**src/rtl/tlbPkg.sv**
```systemverilog
package tlbPkg;
  localparam int ADDR_W    = 32;
  localparam int PAGE_BITS = 13;
  localparam int VPN_W     = ADDR_W - PAGE_BITS;
  localparam int NUM_WAYS  = 4;
  localparam int NUM_SETS  = 16;
  localparam int WAY_W     = $clog2(NUM_WAYS);
  localparam int IDX_W     = $clog2(NUM_SETS);
  localparam int PID_W     = 8;
  localparam int FLAG_W    = 5;
  localparam int SEL_W     = WAY_W + IDX_W;
  localparam int VEC_W     = 4;
  localparam int RADDR_W   = 3;

  // flag positions inside the low word
  localparam int FL_GLOBAL = 4;
  localparam int FL_VALID  = 3;
  localparam int FL_WRITE  = 1;
  // config check-enable positions
  localparam int CFG_WCHK  = 19;
  localparam int CFG_VCHK  = 16;

  localparam logic [VEC_W-1:0] VEC_NONE  = 4'h0;
  localparam logic [VEC_W-1:0] VEC_MISS  = 4'h8;
  localparam logic [VEC_W-1:0] VEC_INVAL = 4'h9;
  localparam logic [VEC_W-1:0] VEC_PID   = 4'hA;
  localparam logic [VEC_W-1:0] VEC_WPROT = 4'hB;

  localparam logic [RADDR_W-1:0] RA_CFG   = 3'd0;
  localparam logic [RADDR_W-1:0] RA_CAUSE = 3'd1;
  localparam logic [RADDR_W-1:0] RA_SEL   = 3'd2;
  localparam logic [RADDR_W-1:0] RA_LO    = 3'd3;
  localparam logic [RADDR_W-1:0] RA_HI    = 3'd4;

  typedef struct packed {
    logic               commitEn;
    logic [WAY_W-1:0]   commitWay;
    logic [IDX_W-1:0]   commitIdx;
    logic [VPN_W-1:0]   commitVpn;
    logic [PID_W-1:0]   commitPid;
    logic [VPN_W-1:0]   commitPfn;
    logic [FLAG_W-1:0]  commitFlags;
    logic               chkValid;
    logic               chkWrite;
  } ctrlStrobe_t;

  typedef struct packed {
    logic               evt;
    logic               loadSel;
    logic [IDX_W-1:0]   idx;
    logic [ADDR_W-1:0]  cause;
  } faultEvt_t;
endpackage

```
**src/rtl/tlbData.sv**
```systemverilog
module tlbData
  import tlbPkg::*;
(
  input  logic              clk,
  input  logic              rstN,
  input  ctrlStrobe_t       strobe,
  input  logic              mmuEnable,
  input  logic [PID_W-1:0]  curPid,
  input  logic              reqValid,
  input  logic [ADDR_W-1:0] reqVaddr,
  input  logic              reqWrite,
  output faultEvt_t         faultEvt,
  output logic              rspValid,
  output logic [ADDR_W-1:0] rspPaddr,
  output logic              rspFault,
  output logic [VEC_W-1:0]  rspVector
);
  logic [VPN_W-1:0]  vpnMem   [NUM_WAYS][NUM_SETS];
  logic [PID_W-1:0]  pidMem   [NUM_WAYS][NUM_SETS];
  logic [VPN_W-1:0]  pfnMem   [NUM_WAYS][NUM_SETS];
  logic [FLAG_W-1:0] flagMem  [NUM_WAYS][NUM_SETS];
  logic [NUM_WAYS-1:0][NUM_SETS-1:0] presentBits;

  always_ff @(posedge clk) begin
    if (strobe.commitEn) begin
      vpnMem[strobe.commitWay][strobe.commitIdx]  <= strobe.commitVpn;
      pidMem[strobe.commitWay][strobe.commitIdx]  <= strobe.commitPid;
      pfnMem[strobe.commitWay][strobe.commitIdx]  <= strobe.commitPfn;
      flagMem[strobe.commitWay][strobe.commitIdx] <= strobe.commitFlags;
    end
  end

  always_ff @(posedge clk or negedge rstN) begin
    if (!rstN) presentBits <= '0;
    else if (strobe.commitEn) presentBits[strobe.commitWay][strobe.commitIdx] <= 1'b1;
  end

  logic [VPN_W-1:0]    reqVpn;
  logic [IDX_W-1:0]    reqIdx;
  logic [NUM_WAYS-1:0] wayHit;
  assign reqVpn = reqVaddr[ADDR_W-1:PAGE_BITS];
  assign reqIdx = reqVpn[IDX_W-1:0];

  for (genvar w = 0; w < NUM_WAYS; w++) begin : g_cmp
    assign wayHit[w] = presentBits[w][reqIdx] && (vpnMem[w][reqIdx] == reqVpn);
  end

  logic [WAY_W-1:0]  hitWay;
  logic [PID_W-1:0]  hitPid;
  logic [VPN_W-1:0]  hitPfn;
  logic [FLAG_W-1:0] hitFlags;
  always_comb begin
    hitWay = '0;
    for (int w = NUM_WAYS - 1; w >= 0; w--)
      if (wayHit[w]) hitWay = WAY_W'(w);
  end
  assign hitPid   = pidMem[hitWay][reqIdx];
  assign hitPfn   = pfnMem[hitWay][reqIdx];
  assign hitFlags = flagMem[hitWay][reqIdx];

  logic [VEC_W-1:0] vecNext;
  always_comb begin
    if (wayHit == '0)
      vecNext = VEC_MISS;
    else if (strobe.chkValid && !hitFlags[FL_VALID])
      vecNext = VEC_INVAL;
    else if (!hitFlags[FL_GLOBAL] && hitPid != {PID_W{1'b1}} && hitPid != curPid)
      vecNext = VEC_PID;
    else if (reqWrite && strobe.chkWrite && !hitFlags[FL_WRITE])
      vecNext = VEC_WPROT;
    else
      vecNext = VEC_NONE;
  end

  assign faultEvt.evt     = reqValid && mmuEnable && (vecNext != VEC_NONE);
  assign faultEvt.loadSel = (vecNext == VEC_MISS) || (vecNext == VEC_INVAL);
  assign faultEvt.idx     = reqIdx;
  assign faultEvt.cause   = {reqVpn, 3'b000, reqWrite, !reqWrite, curPid};

  always_ff @(posedge clk or negedge rstN) begin
    if (!rstN) begin
      rspValid  <= 1'b0;
      rspPaddr  <= '0;
      rspFault  <= 1'b0;
      rspVector <= VEC_NONE;
    end else begin
      rspValid <= reqValid;
      if (reqValid) begin
        if (!mmuEnable) begin
          rspPaddr  <= reqVaddr;
          rspFault  <= 1'b0;
          rspVector <= VEC_NONE;
        end else if (vecNext != VEC_NONE) begin
          rspPaddr  <= '0;
          rspFault  <= 1'b1;
          rspVector <= vecNext;
        end else begin
          rspPaddr  <= {hitPfn, reqVaddr[PAGE_BITS-1:0]};
          rspFault  <= 1'b0;
          rspVector <= VEC_NONE;
        end
      end
    end
  end

  AST_RSP_LATENCY: assert property (@(posedge clk) disable iff (!rstN)
    reqValid |=> rspValid);
  AST_BYPASS_PASSTHRU: assert property (@(posedge clk) disable iff (!rstN)
    (reqValid && !mmuEnable) |=> (!rspFault && rspPaddr == $past(reqVaddr)));
  AST_FAULT_HAS_VECTOR: assert property (@(posedge clk) disable iff (!rstN)
    rspValid |-> (rspFault == (rspVector != VEC_NONE)));
endmodule

```
**src/rtl/tlbCtrl.sv**
```systemverilog
module tlbCtrl
  import tlbPkg::*;
(
  input  logic                clk,
  input  logic                rstN,
  input  logic [3:0]          bankSel,
  input  logic                regWrEn,
  input  logic [RADDR_W-1:0]  regWrAddr,
  input  logic [ADDR_W-1:0]   regWrData,
  input  logic [RADDR_W-1:0]  regRdAddr,
  output logic [ADDR_W-1:0]   regRdData,
  input  faultEvt_t           faultEvt,
  output ctrlStrobe_t         strobe
);
  logic [ADDR_W-1:0] cfgReg, causeReg, loReg, hiReg;
  logic [SEL_W-1:0]  selReg;
  logic              bankOk;
  logic              wrCfg, wrSel, wrLo, wrHi;

  assign bankOk = (bankSel == 4'd1) || (bankSel == 4'd2);
  assign wrCfg  = regWrEn && (regWrAddr == RA_CFG);
  assign wrSel  = regWrEn && (regWrAddr == RA_SEL);
  assign wrLo   = regWrEn && (regWrAddr == RA_LO) && bankOk;
  assign wrHi   = regWrEn && (regWrAddr == RA_HI) && bankOk;

  always_ff @(posedge clk or negedge rstN) begin
    if (!rstN) begin
      cfgReg   <= '0;
      causeReg <= '0;
      selReg   <= '0;
      loReg    <= '0;
      hiReg    <= '0;
    end else begin
      if (wrCfg) cfgReg <= regWrData;
      if (wrLo)  loReg  <= regWrData;
      if (wrHi)  hiReg  <= regWrData;
      if (faultEvt.evt)  causeReg <= faultEvt.cause;
      else if (wrHi)     causeReg <= regWrData;
      if (faultEvt.evt && faultEvt.loadSel) selReg <= {{WAY_W{1'b0}}, faultEvt.idx};
      else if (wrSel)                       selReg <= regWrData[SEL_W-1:0];
    end
  end

  always_comb begin
    strobe.commitEn    = wrLo;
    strobe.commitWay   = selReg[SEL_W-1:IDX_W];
    strobe.commitIdx   = selReg[IDX_W-1:0];
    strobe.commitVpn   = causeReg[ADDR_W-1:PAGE_BITS];
    strobe.commitPid   = causeReg[PID_W-1:0];
    strobe.commitPfn   = regWrData[ADDR_W-1:PAGE_BITS];
    strobe.commitFlags = regWrData[FLAG_W-1:0];
    strobe.chkValid    = cfgReg[CFG_VCHK];
    strobe.chkWrite    = cfgReg[CFG_WCHK];
  end

  always_comb begin
    case (regRdAddr)
      RA_CFG:   regRdData = cfgReg;
      RA_CAUSE: regRdData = causeReg;
      RA_SEL:   regRdData = {{(ADDR_W-SEL_W){1'b0}}, selReg};
      RA_LO:    regRdData = loReg;
      RA_HI:    regRdData = hiReg;
      default:  regRdData = '0;
    endcase
  end

  AST_HI_MIRRORS_CAUSE: assert property (@(posedge clk) disable iff (!rstN)
    (regWrEn && regWrAddr == RA_HI && bankOk && !faultEvt.evt) |=> (causeReg == $past(regWrData)));
  AST_CAUSE_NOT_WRITABLE: assert property (@(posedge clk) disable iff (!rstN)
    (regWrEn && regWrAddr == RA_CAUSE && !faultEvt.evt) |=> $stable(causeReg));
  AST_MISS_CLEARS_WAY: assert property (@(posedge clk) disable iff (!rstN)
    (faultEvt.evt && faultEvt.loadSel) |=> (selReg[SEL_W-1:IDX_W] == '0));
  AST_FAULT_CAUSE_PID: assert property (@(posedge clk) disable iff (!rstN)
    faultEvt.evt |=> (causeReg[PID_W-1:0] == $past(faultEvt.cause[PID_W-1:0])));
endmodule

```
**src/rtl/swRefillTlb.sv**
```systemverilog
module swRefillTlb
  import tlbPkg::*;
(
  input  logic                clk,
  input  logic                rstN,
  input  logic                mmuEnable,
  input  logic [3:0]          bankSel,
  input  logic [PID_W-1:0]    curPid,
  input  logic                reqValid,
  input  logic [ADDR_W-1:0]   reqVaddr,
  input  logic                reqWrite,
  output logic                rspValid,
  output logic [ADDR_W-1:0]   rspPaddr,
  output logic                rspFault,
  output logic [VEC_W-1:0]    rspVector,
  input  logic                regWrEn,
  input  logic [RADDR_W-1:0]  regWrAddr,
  input  logic [ADDR_W-1:0]   regWrData,
  input  logic [RADDR_W-1:0]  regRdAddr,
  output logic [ADDR_W-1:0]   regRdData
);
  ctrlStrobe_t strobe;
  faultEvt_t   faultEvt;

  tlbCtrl ctrl_i (
    .clk(clk), .rstN(rstN), .bankSel(bankSel),
    .regWrEn(regWrEn), .regWrAddr(regWrAddr), .regWrData(regWrData),
    .regRdAddr(regRdAddr), .regRdData(regRdData),
    .faultEvt(faultEvt), .strobe(strobe)
  );

  tlbData data_i (
    .clk(clk), .rstN(rstN), .strobe(strobe), .mmuEnable(mmuEnable), .curPid(curPid),
    .reqValid(reqValid), .reqVaddr(reqVaddr), .reqWrite(reqWrite),
    .faultEvt(faultEvt), .rspValid(rspValid), .rspPaddr(rspPaddr),
    .rspFault(rspFault), .rspVector(rspVector)
  );
endmodule

```
**config.mk**
```make
export PLATFORM = sky130hd
export DESIGN_NAME = swRefillTlb
export DESIGN_NICKNAME = d
export VERILOG_FILES = /design/src/rtl/tlbPkg.sv /design/src/rtl/tlbData.sv /design/src/rtl/tlbCtrl.sv /design/src/rtl/swRefillTlb.sv
export SDC_FILE = /design/constraint.sdc
export NUM_CORES = 2
export LEC_CHECK = 0
export BUFFER_PORTS_ARGS = -buffer_cell sky130_fd_sc_hd__buf_2
export CAP_MARGIN = 10
export CORE_UTILIZATION = 30
export CTS_CLUSTER_SIZE = 16
export DETAILED_ROUTE_END_ITERATION = 6
export PLACE_DENSITY = 0.45
export SLEW_MARGIN = 10
export SYNTH_ARGS = -nofsm -noshare
export SYNTH_HDL_FRONTEND = slang
export SYNTH_SLANG_ARGS = --single-unit
```
**constraint.sdc**
```tcl
create_clock -name clk -period 4.4 [get_ports clk]
set_input_delay 0.88 -clock clk [delete_from_list [all_inputs] [get_ports clk]]
set_output_delay 0.88 -clock clk [all_outputs]
set_load 0.05 [all_outputs]
```
# Yosys cells after proc, flatten, opt, wreduce, memory -nomap -nowiden
# Memory sizes are Yosys's and may differ from the RTL's.
# Cells that the tools add are included.
# Widths: inputs -> output; s select.
# op_classes
magnitude_cmp	8
eq_ne	17
n_mux	62
bitwise	3
n_reduce_logical	33
# op_table
op	n
$bmux 19 s4	5
$mux 304	1
$mux 19	11
$pmux 32 s5	1
$mux 128	1
$mux 32	4
$mux 80	1
$demux 19 s4	1
$eq 19x19->1	4
$or 64x64->64	1
$bmux 8 s4	1
$demux 16 s2	1
$demux 8 s4	1
$mux 4	6
$mux 8	3
$logic_and 1x1->1	21
$bmux 5 s4	1
$demux 5 s4	1
$bmux 1 s4	4
$mux 16	1
$mux 5	3
$eq 3x2->1 const B	4
$mux 6	2
$ge 5x5->1 const B	2
22 further kinds	42
# totals
register_bits	236
mem_bits_rw	3264
input_bits	88
mem_count	4
# memory_table
name	depth	word_bits	read_ports	rd_ports_with_merged_regs	write_ports	line_no	rtl
data_i.pfnMem	4	304	1	0	1	tlbData.sv:20	logic [VPN_W-1:0] pfnMem [NUM_WAYS][NUM_SETS];
data_i.vpnMem	4	304	4	0	1	tlbData.sv:18	logic [VPN_W-1:0] vpnMem [NUM_WAYS][NUM_SETS];
data_i.pidMem	4	128	1	0	1	tlbData.sv:19	logic [PID_W-1:0] pidMem [NUM_WAYS][NUM_SETS];
data_i.flagMem	4	80	1	0	1	tlbData.sv:21	logic [FLAG_W-1:0] flagMem [NUM_WAYS][NUM_SETS];

# Longest topological paths before layout
# An unclocked memory read counts as a cell.
# depth
ltp_word	24
ltp_mapped	28
mapped_depth_nobuf	17

# Cells and area by module
# Synthesis repeated with hierarchy kept, for this count alone.
# unflattened
hier_cells	8485
area_unflattened_um2	134539.0
# by_module_without_submodules
module	instances	cells_each	area_each_um2
tlbData	1	7881	127588.6
tlbCtrl	1	604	6950.4

# Worst setup path after synthesis
# No wires, ideal clock.
# synth_timing
path_kind	input -> register
from	in reqVaddr[15]
to	reg ctrl_i.causeReg[4]
setup_time_ps	125
arrival_ps	5836
setup_slack_ps	-1561
cell_stages	25
path_buffers	10
path_cell_list	buf_4 > buf_4 > buf_4 > buf_4 > buf_2 > mux4_2 > mux4_2 > a21oi_1 > and3_1 > buf_2 > buf_1 > clkbuf_1 > nand4_1 > a311oi_1 > o21ai_0 > nor4b_1 > nor4_2 > xor2_1 > o21ai_1 > nor4_4 > o21ai_2 > o21ba_1 > buf_6 > buf_6 > mux2_4
# synth_between
elab_chain_cells	23
word_cells_on_any_way	59
cone_classes	eq/ne (6); mux (35); bitwise (1); reduce/logical (15); memory (2)
# synth_lines
item	line_no	rtl
start, declared	swRefillTlb.sv:10	input logic [ADDR_W-1:0] reqVaddr,
$not 4->5 (not written as such)	tlbData.sv:45, tlbData.sv:57, tlbData.sv:59	
$bmux 19 s4	tlbData.sv:45	assign wayHit[w] = presentBits[w][reqIdx] && (vpnMem[w][reqIdx] == reqVpn);
$mux 19 (not written as such) (2 in series)	tlbData.sv:45	
$eq 19x19->1	tlbData.sv:45	
$logic_and 1x1->1	tlbData.sv:45	
$mux 2 (4 in series)	tlbData.sv:55	if (wayHit[w]) hitWay = WAY_W'(w);
$mem_v2 4x128 / $mem_v2 4x80 (equally long branches)	-	
$bmux 8 s4 / $bmux 5 s4 (equally long branches)	tlbData.sv:57, tlbData.sv:59	
(+3 left out)	-	
$logic_and 1x1->1 (on tied branches)	tlbData.sv:67, tlbData.sv:69	
$logic_and 1x1->1 / $mux 4 (equally long branches)	tlbData.sv:67, tlbData.sv:69	
$mux 4	tlbData.sv:67	else if (!hitFlags[FL_GLOBAL] && hitPid != {PID_W{1'b1}} && hitPid != curPid)
$mux 4	tlbData.sv:65	else if (strobe.chkValid && !hitFlags[FL_VALID])
$mux 4 (*)	tlbData.sv:63	if (wayHit == '0)
$reduce_bool 4->1 (*)	tlbData.sv:75	assign faultEvt.evt = reqValid && mmuEnable && (vecNext != VEC_NONE);
$logic_and 1x1->1 (*)	tlbData.sv:75	
$mux 32 / $reduce_bool 2->1 (equally long branches)	-	
end signal, assigned	tlbCtrl.sv:37	if (faultEvt.evt) causeReg <= faultEvt.cause;
end signal, assigned	tlbCtrl.sv:38	else if (wrHi) causeReg <= regWrData;
end, declared	tlbCtrl.sv:15	logic [ADDR_W-1:0] cfgReg, causeReg, loReg, hiReg;
# Mark *: on every way between the ends. The rest lies on a longest branch, timed or not. The select of a mux whose other input is x is not followed.
# A chain may end at the register's enable or synchronous reset.

# Worst setup path after layout
# layout_timing
from	in reqVaddr[13]
to	reg ctrl_i.causeReg[1]
# The elaborated chain is that of the path after synthesis.

==> flow_metrics.tcl <==
set metrics [dict create \
    outcome "finished with violations" \
    violations "negative setup slack" \
    skew_ns 0.0544 \
    gp_congestion 0.863 \
    endpoint_kind "flop" \
    wl_per_cell_um 33.7 \
    layout_common_cells "edfxtp_1 (3136), nand2_1 (1580), buf_4 (787), nand3_1 (610), clkbuf_16 (403)" \
    fin_crit_sh_pct 133 \
    grt_max_degree 88 \
    max_stage_delay_ns 0.59 \
    slew-limit-headroom_pct 29.8 \
    ant_nets 0 \
    ys.warnings.count 0 \
    drc_errors 0 \
    die_x_um 671 \
    p_leak_nw 57.2 \
    fmax_mhz 170 \
    clk_pin_slew_ns 0.06 \
    synth.yosys.seq_area_share_pct 74.4 \
    insertion_delay_ns 0.99 \
    async_flop_share_pct 6.97 \
    initial_core_util_pct 30.2 \
    slowest_stage "or4_4" \
    clockRootBuffer "clkbuf_16" \
    ir_worst_vdd_v 0.000325 \
    cp-startpoint "reqVaddr[13]" \
    setup_viol 74 \
    finalHoldViolations 0 \
    r2r-start "data_i.vpnMem[2][90]$_DFFE_PP_" \
    critPathArrivalTime_ns 6.73 \
    finalCriticalPeriod_ns 5.87 \
    synth_xor_area_share_pct 0.378 \
    hpwl_um 313000 \
    synth-compound-area-share_pct 6.07 \
    vias 88300 \
    drive_gt1_share_pct 25.4 \
    r2r_slack_ns -1.45 \
    grt_pass1_wl_um 726000 \
    hold_start "regWrData[9]" \
    nNetsFinal 9960 \
    synth_seq_cells 3371 \
    synth_top_family_by_area "simple AND/OR/NAND/NOR gates" \
    rows 245 \
    synth_nets 8900 \
    h-tree-depth 5 \
    globalRouteOverflowTotal 0 \
    via_per_inst 5.47 \
    crit_type "primary input to flop" \
    syn2layout_area_growth_pct 24.0 \
    drt_pass1_iterations 6 \
    cts_tree "yes" \
    synth_enable_flop_cells 3136 \
    grtUsageTotal_pct 23.2 \
    nFillCells 41900 \
    cts_buffers 373 \
    synth_area_leaders "edfxtp_1 (70%), nand2_1 (4.4%), dfrtp_1 (4.4%)" \
    synth_top_area_cell "edfxtp_1" \
    tightest_slew_ns 1.05 \
    setup_tns_ns -98.87 \
    antenna_found_initial 33 \
    synthDistinctLibCells 92 \
    finalWirelength_um 543000 \
    fin_total_pwr_mw 71.4 \
    drt_iter0_drc 11100 \
    synth.avg_cell_area_um2 15.3 \
    cp.required_ns 5.26 \
    cp_max_fo 7 \
    synthAdderAreaFrac_pct 0 \
    dieHeight_um 671 \
    synth_top_area_share_pct 70.0 \
    pwr_density_cell_nw_per_um2 428 \
    yosys_most_used_dff "edfxtp_1" \
    die_area_um2 451000 \
    mostFrequentLayoutCell "edfxtp_1" \
    grt_pass1_vias 84900 \
    synthCells 8812 \
    cp-start-kind "primary input" \
    clock_sinks 3371 \
    synth_mux_area_share_pct 6.90 \
    rsz0062_at_grt "true" \
    synth_area_um2 134000 \
    synthSimpleGateAreaFrac_pct 10.2 \
    max_cap_violations 0 \
    crit_path_frequent_cell "buf_4" \
    clk_path_buf_depth 4 \
    slew_viol_final 0 \
    boundaryPins 158 \
    io_buffers 156 \
    hold_class "primary input to flop" \
    worst_slack_ns -1.47 \
    core_area_um2 446000 \
]
==> sequential cells by signal, summed over array words and instances, names as in the netlist, 64 cells and up <==
signal              count
data_i.flagMem        192
data_i.pfnMem        1216
data_i.pidMem         512
data_i.presentBits     64
data_i.vpnMem        1216
==> report_power, final <==
part / total, mW / switching (mW) / internal (mW) / leakage [nW]
combinational: 4.68 / 3.23 / 1.44 / 20.2
sequential: 36.0 / 0.189 / 35.9 / 31.2
clock: 30.6 / 13.3 / 17.3 / 5.75
total: 71.4 / 16.7 / 54.6 / 57.2
==> per-stage QoR <==
stage / area [um2] / cells / setup WS, ns / hold slack, ns / utilization (%)
2_1_floorplan: 136000 / 8812 / -1.22 / 0.430 / -
3_3_place_gp: 151000 / 15300 / -3.82 / 0.443 / 33.9
3_5_place_dp: 151000 / 15300 / -3.79 / 0.447 / 33.9
4_1_cts: 165000 / 16000 / -1.43 / 0.0522 / 36.9
5_1_grt: 167000 / 16100 / -1.54 / 0.108 / 37.4
6_report: 167000 / 16100 / -1.47 / 0.121 / 37.4
==> timing repair <==
action,CTS,global route
setup buffers,36,65
gates resized for setup,196,209
cloned,9,20
setup endpoints to repair,74,74
endpoints found under the hold margin,26,0
pin swaps,46,79
hold buffers,1,0
==> final cells by class <==
| class | instances | area [um2] | share of cell area [%] |
|---|---|---|---|
| flip-flops and latches | 3371 | 100000 | 60.0 |
| multi-input cells | 4820 | 33800 | 20.3 |
| repair buffers | 1275 | 13300 | 8.00 |
| clock buffers | 493 | 10300 | 6.17 |
| well taps | 5928 | 7420 | 4.45 |
| clock inverters | 192 | 1550 | 0.928 |
| inverters | 31 | 131 | 0.0788 |
| diodes | 17 | 42.5 | 0.0255 |
==> final timing paths <==
check,endpoint,cells past startpoint
min reg2reg,data_i.presentBits[19]$_DFFE_PN0P_,1
max,ctrl_i.causeReg[1]$_DFFE_PN0P_,28
max reg2reg,ctrl_i.causeReg[2]$_DFFE_PN0P_,20
min in group asynchronous,ctrl_i.causeReg[3]$_DFFE_PN0P_,2
max in group asynchronous,ctrl_i.causeReg[18]$_DFFE_PN0P_,3
min,ctrl_i.loReg[9]$_DFFE_PN0P_,3
==> worst max-delay path: cells and delay by family <==
family	cells	cell delay [ns]
compound gates	11	2.17
buf+inv	11	1.78
simple gates	5	1.51
mux	1	0.30
==> layer usage <==
| metal | vias up | track usage [%] | share of wire [%] |
|---|---|---|---|
| li1 | 36300 | - | - |
| met1 | 46900 | 31.9 | 42 |
| met2 | 4152 | 37.2 | 46 |
| met3 | 917 | 3.15 | 7.3 |
| met4 | 6 | 8.95 | 4.5 |
| met5 | - | 0 | 0.0083 |
==> kinds of logic after synthesis <==
group,count (synthesis)
flip-flops,3371
AND/OR/NAND/NOR,2985
XOR/XNOR,58
multiplexers,603
other,1
AO/OA/AOI/OAI,1172
buffers and inverters,622
==> cells in the mapped netlist (82+ instances only) <==
master,n
and3_1,168
a311oi_1,104
a211oi_1,111
dfrtp_1,235
mux2i_1,278
a22oi_1,118
nor3_1,117
clkbuf_1,282
a21oi_1,117
nand2_1,1587
o21ai_0,218
nand4_1,82
mux4_2,250
buf_2,180
edfxtp_1,3136
a31oi_1,151
nor2_1,146
nand3_1,615
(Power assumes the default switching activity.)
